--- src/rtl/dmareg_pkg.sv ---
package dmareg_pkg;
  localparam int unsigned OFF_CMD  = 0;
  localparam int unsigned OFF_STAT = 2;
  localparam int unsigned OFF_PTR  = 4;

  localparam int unsigned CMD_RUN = 0;
  localparam int unsigned CMD_DIR = 3;
  localparam logic [7:0]  CMD_KEEP = 8'h09;

  localparam int unsigned ST_ACT = 0;
  localparam int unsigned ST_ERR = 1;
  localparam int unsigned ST_INT = 2;
  localparam logic [7:0]  ST_RW  = 8'h60;

  typedef enum logic [1:0] {SZ_B = 2'd0, SZ_H = 2'd1, SZ_W = 2'd2, SZ_W2 = 2'd3} size_e;
endpackage

--- src/rtl/dmareg_lane_dec.sv ---
module dmareg_lane_dec #(
  parameter int unsigned NOFF = 8,
  parameter int unsigned DB   = 4,
  localparam int unsigned AW  = $clog2(NOFF),
  localparam int unsigned LW  = $clog2(DB)
) (
  input  logic                     wr_i,
  input  logic [AW-1:0]            addr_i,
  input  logic [AW:0]              nb_i,
  input  logic [DB*8-1:0]          wdata_i,
  output logic [NOFF-1:0]          byte_we_o,
  output logic [NOFF-1:0][7:0]     byte_wd_o
);
  for (genvar o = 0; o < NOFF; o++) begin : g_off
    logic [AW:0] rel;
    always_comb begin
      rel          = (AW+1)'(o) - {1'b0, addr_i};
      byte_we_o[o] = wr_i && ((AW+1)'(o) >= {1'b0, addr_i}) && (rel < nb_i);
      byte_wd_o[o] = wdata_i[{rel[LW-1:0], 3'b000} +: 8];
    end
  end
endmodule

--- src/rtl/dmareg_ptr.sv ---
module dmareg_ptr #(
  parameter int unsigned PB = 4,
  localparam int unsigned PW = PB*8
) (
  input  logic               clk_i,
  input  logic               rst_ni,
  input  logic [PB-1:0]      byte_we_i,
  input  logic [PB-1:0][7:0] byte_wd_i,
  input  logic               load_work_i,
  output logic [PW-1:0]      base_o,
  output logic [PW-1:0]      work_o
);
  logic [PB-1:0][7:0] base_q, base_n;

  always_comb begin
    base_n = base_q;
    for (int l = 0; l < PB; l++)
      if (byte_we_i[l]) base_n[l] = byte_wd_i[l];
    base_n[0][1:0] = 2'b00;  // dword alignment
  end

  always_ff @(posedge clk_i or negedge rst_ni) begin
    if (!rst_ni) begin
      base_q <= '0;
      work_o <= '0;
    end else begin
      base_q <= base_n;
      if (load_work_i) work_o <= base_q;
    end
  end

  assign base_o = base_q;

  p_work_reload_r4: assert property (@(posedge clk_i) disable iff (!rst_ni)
    load_work_i |=> work_o == $past(base_o));
  p_ptr_lane_r7: assert property (@(posedge clk_i) disable iff (!rst_ni)
    byte_we_i[PB-1] |=> base_o[PW-1 -: 8] == $past(byte_wd_i[PB-1]));
  p_ptr_hold_r7: assert property (@(posedge clk_i) disable iff (!rst_ni)
    (byte_we_i == '0) |=> $stable(base_o));
endmodule

--- src/rtl/dmareg_ctl.sv ---
module dmareg_ctl
  import dmareg_pkg::*;
(
  input  logic       clk_i,
  input  logic       rst_ni,
  input  logic       cmd_we_i,
  input  logic [7:0] cmd_wd_i,
  input  logic       st_we_i,
  input  logic [7:0] st_wd_i,
  input  logic       active_clr_i,
  input  logic       drv_irq_i,
  input  logic       drv_err_i,
  output logic [7:0] cmd_o,
  output logic [7:0] stat_o,
  output logic       start_o,
  output logic       cancel_o,
  output logic       load_work_o
);
  logic [7:0] cmd_q;
  logic       act_q, err_q, int_q, irq_q;
  logic [1:0] rw_q;
  logic       run_chg, go, halt, irq_rise;
  logic       act_n, err_n, int_n;

  always_comb begin
    run_chg  = cmd_we_i && (cmd_wd_i[CMD_RUN] != cmd_q[CMD_RUN]);
    go       = run_chg && cmd_wd_i[CMD_RUN];
    halt     = run_chg && !cmd_wd_i[CMD_RUN];
    irq_rise = drv_irq_i && !irq_q;

    act_n = act_q;
    if (active_clr_i || halt) act_n = 1'b0;
    if (go)                   act_n = 1'b1;

    // drive events win over host clears in the same cycle
    err_n = err_q;
    if (st_we_i && st_wd_i[ST_ERR]) err_n = 1'b0;
    if (drv_err_i)                  err_n = 1'b1;
    int_n = int_q;
    if (st_we_i && st_wd_i[ST_INT]) int_n = 1'b0;
    if (irq_rise)                   int_n = 1'b1;
  end

  always_ff @(posedge clk_i or negedge rst_ni) begin
    if (!rst_ni) begin
      cmd_q    <= '0;
      act_q    <= 1'b0;
      err_q    <= 1'b0;
      int_q    <= 1'b0;
      irq_q    <= 1'b0;
      rw_q     <= '0;
      start_o  <= 1'b0;
      cancel_o <= 1'b0;
    end else begin
      if (cmd_we_i) cmd_q <= cmd_wd_i & CMD_KEEP;
      if (st_we_i)  rw_q  <= st_wd_i[6:5];
      act_q    <= act_n;
      err_q    <= err_n;
      int_q    <= int_n;
      irq_q    <= drv_irq_i;
      start_o  <= go && !act_q;
      cancel_o <= halt;
    end
  end

  assign cmd_o       = cmd_q;
  assign stat_o      = {1'b0, rw_q, 2'b00, int_q, err_q, act_q};
  assign load_work_o = go;

  p_same_run_r2: assert property (@(posedge clk_i) disable iff (!rst_ni)
    (cmd_we_i && cmd_wd_i[CMD_RUN] == cmd_o[CMD_RUN]) |=> !start_o && !cancel_o);
  p_cancel_idle_r3: assert property (@(posedge clk_i) disable iff (!rst_ni)
    cancel_o |-> !stat_o[ST_ACT]);
  p_start_active_r4: assert property (@(posedge clk_i) disable iff (!rst_ni)
    start_o |-> stat_o[ST_ACT] && !cancel_o);
  p_act_ro_r5: assert property (@(posedge clk_i) disable iff (!rst_ni)
    (st_we_i && !cmd_we_i && !active_clr_i) |=> $stable(stat_o[ST_ACT]));
  p_irq_set_r6: assert property (@(posedge clk_i) disable iff (!rst_ni)
    $rose(drv_irq_i) |=> stat_o[ST_INT]);
  p_err_set_r10: assert property (@(posedge clk_i) disable iff (!rst_ni)
    drv_err_i |=> stat_o[ST_ERR]);
  p_clr_act_r11: assert property (@(posedge clk_i) disable iff (!rst_ni)
    (active_clr_i && !cmd_we_i) |=> !stat_o[ST_ACT]);
endmodule

--- src/rtl/dma_ctl_regs.sv ---
module dma_ctl_regs
  import dmareg_pkg::*;
#(
  parameter int unsigned DATA_BYTES = 4,
  parameter int unsigned PTR_BYTES  = 4,
  localparam int unsigned NOFF = OFF_PTR + PTR_BYTES,
  localparam int unsigned AW   = $clog2(NOFF),
  localparam int unsigned DW   = DATA_BYTES*8,
  localparam int unsigned PW   = PTR_BYTES*8
) (
  input  logic          clk_i,
  input  logic          rst_ni,
  input  logic          wr_i,
  input  logic [AW-1:0] addr_i,
  input  logic [1:0]    size_i,
  input  logic [DW-1:0] wdata_i,
  output logic [DW-1:0] rdata_o,
  output logic          start_o,
  output logic          cancel_o,
  output logic          active_o,
  input  logic          active_clr_i,
  output logic          dir_o,
  output logic [PW-1:0] base_ptr_o,
  output logic [PW-1:0] work_ptr_o,
  input  logic          drv_irq_i,
  input  logic          drv_err_i,
  output logic          host_irq_o
);
  logic [AW:0]           nb;
  logic [NOFF-1:0]       byte_we;
  logic [NOFF-1:0][7:0]  byte_wd;
  logic [NOFF-1:0][7:0]  regb;
  logic [7:0]            cmd, stat;
  logic                  load_work;

  always_comb begin
    unique case (size_e'(size_i))
      SZ_B:    nb = (AW+1)'(1);
      SZ_H:    nb = (AW+1)'(2);
      default: nb = (AW+1)'(DATA_BYTES);
    endcase
  end

  dmareg_lane_dec #(.NOFF(NOFF), .DB(DATA_BYTES)) u_dec (
    .wr_i(wr_i), .addr_i(addr_i), .nb_i(nb), .wdata_i(wdata_i),
    .byte_we_o(byte_we), .byte_wd_o(byte_wd)
  );

  dmareg_ctl u_ctl (
    .clk_i(clk_i), .rst_ni(rst_ni),
    .cmd_we_i(byte_we[OFF_CMD]), .cmd_wd_i(byte_wd[OFF_CMD]),
    .st_we_i(byte_we[OFF_STAT]), .st_wd_i(byte_wd[OFF_STAT]),
    .active_clr_i(active_clr_i), .drv_irq_i(drv_irq_i), .drv_err_i(drv_err_i),
    .cmd_o(cmd), .stat_o(stat), .start_o(start_o), .cancel_o(cancel_o),
    .load_work_o(load_work)
  );

  dmareg_ptr #(.PB(PTR_BYTES)) u_ptr (
    .clk_i(clk_i), .rst_ni(rst_ni),
    .byte_we_i(byte_we[OFF_PTR +: PTR_BYTES]),
    .byte_wd_i(byte_wd[OFF_PTR +: PTR_BYTES]),
    .load_work_i(load_work), .base_o(base_ptr_o), .work_o(work_ptr_o)
  );

  always_comb begin
    regb           = '0;
    regb[OFF_CMD]  = cmd;
    regb[OFF_STAT] = stat;
    regb[OFF_PTR +: PTR_BYTES] = base_ptr_o;
  end

  for (genvar k = 0; k < DATA_BYTES; k++) begin : g_rd
    logic [AW:0] off;
    logic        hit;
    always_comb begin
      off = {1'b0, addr_i} + (AW+1)'(k);
      hit = ((AW+1)'(k) < nb) && (off < (AW+1)'(NOFF));
      rdata_o[k*8 +: 8] = hit ? regb[off[AW-1:0]] : 8'h00;
    end
  end

  assign active_o   = stat[ST_ACT];
  assign dir_o      = cmd[CMD_DIR];
  assign host_irq_o = drv_irq_i;

  p_host_irq_r6: assert property (@(posedge clk_i) disable iff (!rst_ni)
    host_irq_o == drv_irq_i);
  p_start_reload_r4: assert property (@(posedge clk_i) disable iff (!rst_ni)
    start_o |-> work_ptr_o == $past(base_ptr_o));
  p_no_collide_r3: assert property (@(posedge clk_i) disable iff (!rst_ni)
    !(start_o && cancel_o));
endmodule

--- config.mk ---
export PLATFORM = sky130hd
export DESIGN_NAME = dma_ctl_regs
export DESIGN_NICKNAME = d
export VERILOG_FILES = /design/src/rtl/dmareg_pkg.sv /design/src/rtl/dmareg_lane_dec.sv /design/src/rtl/dmareg_ptr.sv /design/src/rtl/dmareg_ctl.sv /design/src/rtl/dma_ctl_regs.sv
export SDC_FILE = /design/constraint.sdc
export NUM_CORES = 1
export LEC_CHECK = 0
export BUFFER_PORTS_ARGS = -buffer_cell sky130_fd_sc_hd__buf_2
export CORE_MARGIN = 10
export CORE_UTILIZATION = 35
export DETAILED_ROUTE_END_ITERATION = 10
export PLACE_DENSITY_LB_ADDON = 0.15
export SLEW_MARGIN = 10
export SYNTH_ARGS = -nofsm -noshare
export SYNTH_HDL_FRONTEND = slang
export SYNTH_SLANG_ARGS = --single-unit
--- constraint.sdc ---
create_clock -name clk_i -period 3.5 [get_ports clk_i]
set_clock_uncertainty 0.2 [all_clocks]
set_input_delay 0.175 -clock clk_i [delete_from_list [all_inputs] [get_ports clk_i]]
set_output_delay 0.175 -clock clk_i [all_outputs]
set_load 0.005 [all_outputs]
==> metrics.yaml, run 1 <==
drt:
  via_per_inst: 5.48
  routedWlPerCell_um: 21.9
  route.detailed.drc: 0
  drtAntennaViolNets: 0
  firstDrtPassIters: 4
  vias: 4146
  drt_iter0_drc: 370
  drt_wl_total_um: 16600
timing:
  hold_viol_final: 0
  setup_slack_ns: 0.551
  rsz0062_at_grt: "false"
  timing.hold.ws_ns: 0.0780
  setup_viol: 0
  max_freq_mhz: 339
  maxSlewHeadroom_pct: 36.2
  tightest_slew_ns: 0.957
  final-max-slew-violation-count: 0
  finalCritPeriodShare_pct: 84.2
  layout_min_cycle_time_ns: 2.95
  setup-tns-final_ns: 0
clock_network:
  post_cts_buffers: 0
  htreeDepth: 3
  clock_latency_ns: 0.35
  cts_made_buffers: 9
  cts_tree: "yes"
  clk_pin_slew_ns: 0.07
  cts_resized: 0
  clock_sinks: 70
  ctsHoldBuffers: 4
  root_buffer: "clkbuf_16"
  clk_path_buf_depth: 2
global_route:
  grt_max_degree: 71
  grt_pass1_vias: 4393
  antenna_found_initial: 0
  grt_overflow: 0
  grt_pass1_wl_um: 26200
  track_usage_pct: 16.8
floorplanning:
  core_mm2: 0.0145
  pin_count: 144
  initial_core_util_pct: 35.5
  rows: 44
  fp.dieW_um: 141
  dieArea_mm2: 0.0199
  die_height_um: 141
pwr:
  leakagePower_nw: 3.03
  p_sw_share_pct: 34.9
  vdd_drop_max_v: 0.000216
  power_mw: 3.31
  p_comb_share_pct: 33.3
  intPower_mw: 2.15
  p_sw_mw: 1.16
  p_seq_share_pct: 38.1
  power-per-cell-area_mw_per_mm2: 522
  clkPwrFrac_pct: 28.6
setup_path:
  crit_chain: "buf_4 -> buf_4 -> buf_4 -> nor2b_1 -> o2bb2ai_1 -> nand2_1 -> a21oi_1 -> buf_2"
  r2r_slack_ns: 1.80
  rr_startpoint: "u_ctl.cmd_o[0]"
  worst_setup_path_start_kind: "input pin"
  slowest_stage: "buf_4"
  crit_top_cell: "buf_4"
  rr_worst_depth: 3
  cp.required_ns: 3.12
  critical_path_class: "in2out"
  critPathCaptureType: "output pin"
  cp.arrival_ns: 2.57
  cp-endpoint: "rdata_o[25]"
  cp_max_fo: 50
  worstSetupStartpoint: "addr_i[0]"
  r2r_end: "u_ptr.work_o[23]"
  crit_path_max_incr_delay_ns: 0.60
synthesis:
  ys_ff_latch: 70
  synthCells: 432
  ys_types: 42
  ys_top_cells_by_area: "dfrtp_1 34%, mux4_2 20%, mux2_2 14%"
  yosysSeqAreaShare_pct: 34.1
  netlist_area_mm2: 0.00514
  synth_edf_count: 0
  synth_largest_area_cell: "dfrtp_1"
  syn_area_per_cell_um2: 11.9
  synthFlopType: "dfrtp_1"
  synth-async-reset-ratio_pct: 100
  yosysWarningCount: 0
  yosysTopAreaCellShare_pct: 34.1
layout:
  final_cell_area_mm2: 0.00634
  num-fill-cells: 1395
  final_common_cell: "buf_2"
  final_nets: 633
  antenna_cells: 0
  drive_gt1_share_pct: 49.8
  final_cell_mix: "137 x buf_2, 70 x dfrtp_1, 65 x mux2_2"
  syn2layout_area_growth_pct: 23.3
  instances_no_fill: 756
  finish.utilization_pct: 43.8
placement:
  placed_area_mm2: 0.00600
  portBuffers: 139
  dpl.cell_count: 736
  place_congestion: 0.864
  dp_hpwl_um: 12000
  dp_slack_ns: 0.452
min_path:
  hold_class: "in2reg"
  min-delay-start: "wdata_i[17]"
run_status:
  status: "finished clean"
run:
  max_cap_viol_count: 0
## worst max-delay path: cells and delay by family
kind                   cells  cell delay, ns
buffers and inverters      4            1.41
AND/OR/NAND/NOR            2            0.58
AO/OA/AOI/OAI              2            0.36
## worst min-delay path by stage
stage                  endpoint  cells after the start
CTS                 u_ctl.err_q                      3
global route        u_ctl.err_q                      3
floorplan           u_ctl.act_q                      0
detailed placement  u_ctl.irq_q                      1
global placement    u_ctl.irq_q                      1
finish              u_ctl.err_q                      3
## cells in the mapped netlist (5+ instances only)
| library cell | number |
|---|---|
| nand2_1 | 26 |
| clkbuf_1 | 14 |
| mux2i_1 | 22 |
| inv_1 | 13 |
| buf_2 | 10 |
| nor3b_1 | 5 |
| dfrtp_1 | 70 |
| nor2b_1 | 8 |
| mux4_2 | 46 |
| a21oi_1 | 20 |
| o21ai_0 | 16 |
| mux2_2 | 65 |
| ha_1 | 23 |
| buf_4 | 5 |
| nor2_1 | 17 |
| nand3_1 | 19 |
## flip-flops by register name, indices dropped and copies added, names as in the netlist, 2 cells and up
signal        cells
u_ptr.work_o     30
u_ptr.base_o     30
u_ctl.cmd_o       2
u_ctl.rw_q        2
## layer usage
| metal | up-vias | track usage, % | routed length [um] |
|---|---|---|---|
| met4 | 0 | 6.41 | 315 |
| met2 | 120 | 26.7 | 8230 |
| met3 | 18 | 3.69 | 914 |
| met5 | - | 0 | 0 |
| met1 | 2107 | 21.8 | 7130 |
| li1 | 1901 | - | - |
## power by group through the flow
stage	clock [mW]	sequential, mW	combinational [mW]
after floorplan	0	1.19	0.666
after global placement	0	1.27	1.11
after detailed placement	0	1.27	1.12
after CTS	0.970	1.26	1.13
after global routing	1.01	1.30	1.22
final	0.948	1.26	1.10
## kinds of logic (layout without fill, tap and decap cells)
family                   count (synthesis)  in the layout  synth area share, %
AO/OA/AOI/OAI                           54             54                 6.37
other                                    1              4               0.0729
adder cells (fa/ha/maj)                 23             23                 5.60
flip-flops                              70             70                 34.1
buffers and inverters                   50            187                 4.70
AND/OR/NAND/NOR                        100            100                 10.3
multiplexers                           134            134                 38.9
## cell type report
class / count / area, um^2 / share of cell area (%)
inverter: 14 / 53.8 / 0.848
timing repair buffer: 157 / 846 / 13.3
tap: 184 / 230 / 3.63
sequential: 70 / 1750 / 27.6
multi-input combinational: 315 / 3160 / 49.8
clock buffer: 10 / 229 / 3.61
clock inverter: 6 / 70.1 / 1.10
No activity file was read; power rests on OpenSTA's default activity.
==> run 2: changes to the inputs <==
==> constraint.sdc (replaced) <==
create_clock -name clk_i -period 2.35 [get_ports clk_i]
set_clock_uncertainty 0.2 [all_clocks]
set_input_delay 0.1175 -clock clk_i [delete_from_list [all_inputs] [get_ports clk_i]]
set_output_delay 0.1175 -clock clk_i [all_outputs]
set_load 0.005 [all_outputs]
==> run 2 against run 1 <==
Final cell count increased by 4.8%. Global-route usage increased by 0.34 points. Combinational power increased by 60%. Critical path depth increased by 2. Sequential power increased by 48%.
==> metrics.yaml, run 2 (synthesis gave the netlist of run 1 again) <==
run_status:
  status: "finished clean"
setup_path:
  critPathCaptureType: "flop"
  cp_max_fo: 10  # -80%
  rr_worst_depth: 4  # +1
  r2r_slack_ns: 0.67  # -1.13 ns
  r2r_end: "u_ptr.work_o[27]"
  rr_startpoint: "u_ctl.cmd_o[0]"
  worst_setup_path_start_kind: "input pin"
  critical_path_class: "in2reg"
  cp.required_ns: 2.38  # -0.74 ns
  cp.arrival_ns: 2.35  # -0.22 ns
layout:
  instances_no_fill: 792  # +4.8%
  final_nets: 669  # +5.7%
  drive_gt1_share_pct: 53.9  # +4.1 points
  syn2layout_area_growth_pct: 32.2
  antenna_cells: 0  # unchanged
  num-fill-cells: 1348  # -3.4%
  final_common_cell: "buf_2"
  final_cell_mix: "137 x buf_2, 70 x dfrtp_1, 51 x mux2_2"
timing:
  final-max-slew-violation-count: 0  # unchanged
  layout_min_cycle_time_ns: 2.32
  max_freq_mhz: 430
  setup_viol: 0  # unchanged
  finalCritPeriodShare_pct: 98.9
  hold_viol_final: 0  # unchanged
clock_network:
  cts_made_buffers: 9  # unchanged
  clk_pin_slew_ns: 0.05  # -0.02 ns
  htreeDepth: 3  # unchanged
  clk_path_buf_depth: 2  # unchanged
  root_buffer: "clkbuf_16"
  cts_tree: "yes"
  clock_sinks: 70  # unchanged
  clock_latency_ns: 0.35  # about the same
min_path:
  hold_class: "in2async"
placement:
  portBuffers: 139  # unchanged
  dpl.cell_count: 768  # +4.3%
  dp_hpwl_um: 12800  # +6.7%
  place_congestion: 0.865  # +0.10%
pwr:
  power-per-cell-area_mw_per_mm2: 719  # +38%
  leakagePower_nw: 3.25  # +7.4%
  power_mw: 4.89  # +48%
  vdd_drop_max_v: 0.000438  # +100%
floorplanning:
  dieArea_mm2: 0.0199  # unchanged
  rows: 44  # unchanged
  die_height_um: 141  # unchanged
  initial_core_util_pct: 35.5  # unchanged
  pin_count: 144  # unchanged
  fp.dieW_um: 141  # unchanged
  core_mm2: 0.0145  # unchanged
global_route:
  grt_pass1_wl_um: 26500  # +1.1%
  grt_pass1_vias: 4389  # -0.091%
  grt_max_degree: 74  # +4.2%
  grt_overflow: 0  # unchanged
  antenna_found_initial: 0  # unchanged
  track_usage_pct: 17.2  # +0.34 points
drt:
  drt_wl_total_um: 17400  # +5.1%
  route.detailed.drc: 0  # unchanged
  via_per_inst: 5.47  # -0.22%
  vias: 4334  # +4.5%
  routedWlPerCell_um: 22.0  # +0.31%
  drt_iter0_drc: 327  # -12%
  firstDrtPassIters: 5  # +1
  drtAntennaViolNets: 0  # unchanged
run:
  max_cap_viol_count: 0  # unchanged
run 2: critical path, cell delays in order:
cell       delay, ns
buf_2           0.13
or2_2           0.31
ha_1            0.21
inv_2           0.07
ha_4            0.19
a2111o_1        0.41
nor3b_4         0.23
buf_4           0.16
clkbuf_16       0.18
mux2_1          0.32
run 2: per-layer routing:
metal / track usage, % / part of all wire [%] / wire (um) / vias to the layer above
li1: - / - / - / 1984
met5: 0 / 0 / 0 / -
met1: 23.0 / 44 / 7610 / 2184
met2: 26.6 / 48 / 8330 / 150
met4: 5.60 / 1.5 / 266 / 0
met3: 4.20 / 7.0 / 1220 / 16
run 2: area by class of cell:
type | count | area [um^2] | share of cell area [%]
inverters | 14 | 67.6 | 0.994
flip-flops and latches | 70 | 1750 | 25.8
multi-input cells | 315 | 3260 | 48.0
clock inverters | 4 | 22.5 | 0.331
clock buffers | 12 | 246 | 3.63
well taps | 184 | 230 | 3.39
repair buffers | 193 | 1220 | 17.9
run 2: worst max path at each step:
stage | startpoint | to | slack, ns | depth (start not counted)
global placement | addr_i[1] | u_ptr.work_o[13] | -0.31 | 11
floorplan | addr_i[1] | u_ptr.work_o[10] | -0.26 | 11
finish | size_i[1] | u_ptr.work_o[27] | 0.03 | 10
global route | size_i[1] | u_ptr.work_o[27] | -0.01 | 10
detailed placement | addr_i[1] | u_ptr.work_o[15] | -0.34 | 11
CTS | addr_i[1] | u_ptr.work_o[14] | 0.03 | 11
run 2: where the power goes:
group | total [mW] | switching (mW) | internal [mW]
Combinational | 1.76 | 0.758 | 1.00
Clock | 1.26 | 0.518 | 0.737
Sequential | 1.87 | 0.409 | 1.46
run 2: per-stage QoR:
step                      setup slack (ns)  hold slack, ns  cell area [um^2]  TNS, ns  util (%)
after global placement              -0.310          -0.129              6430   -10.55      44.4
after floorplan                     -0.257          -0.378              5320    -8.95         -
after CTS                           0.0264          0.0309              6740        0      46.5
after detailed placement            -0.337          -0.119              6430   -12.28      44.4
after global routing               -0.0113          0.0646              6800  -0.0579      46.9
final                               0.0268          0.0398              6800        0      46.9
run 2: repair_timing:
| action | CTS | global route |
|---|---|---|
| buffers inserted | 0 | 3 |
| gates resized for setup | 0 | 3 |
| endpoints found under the setup margin | 0 | 22 |
| endpoints found under the hold margin | 74 | 0 |
| hold buffers | 4 | 0 |
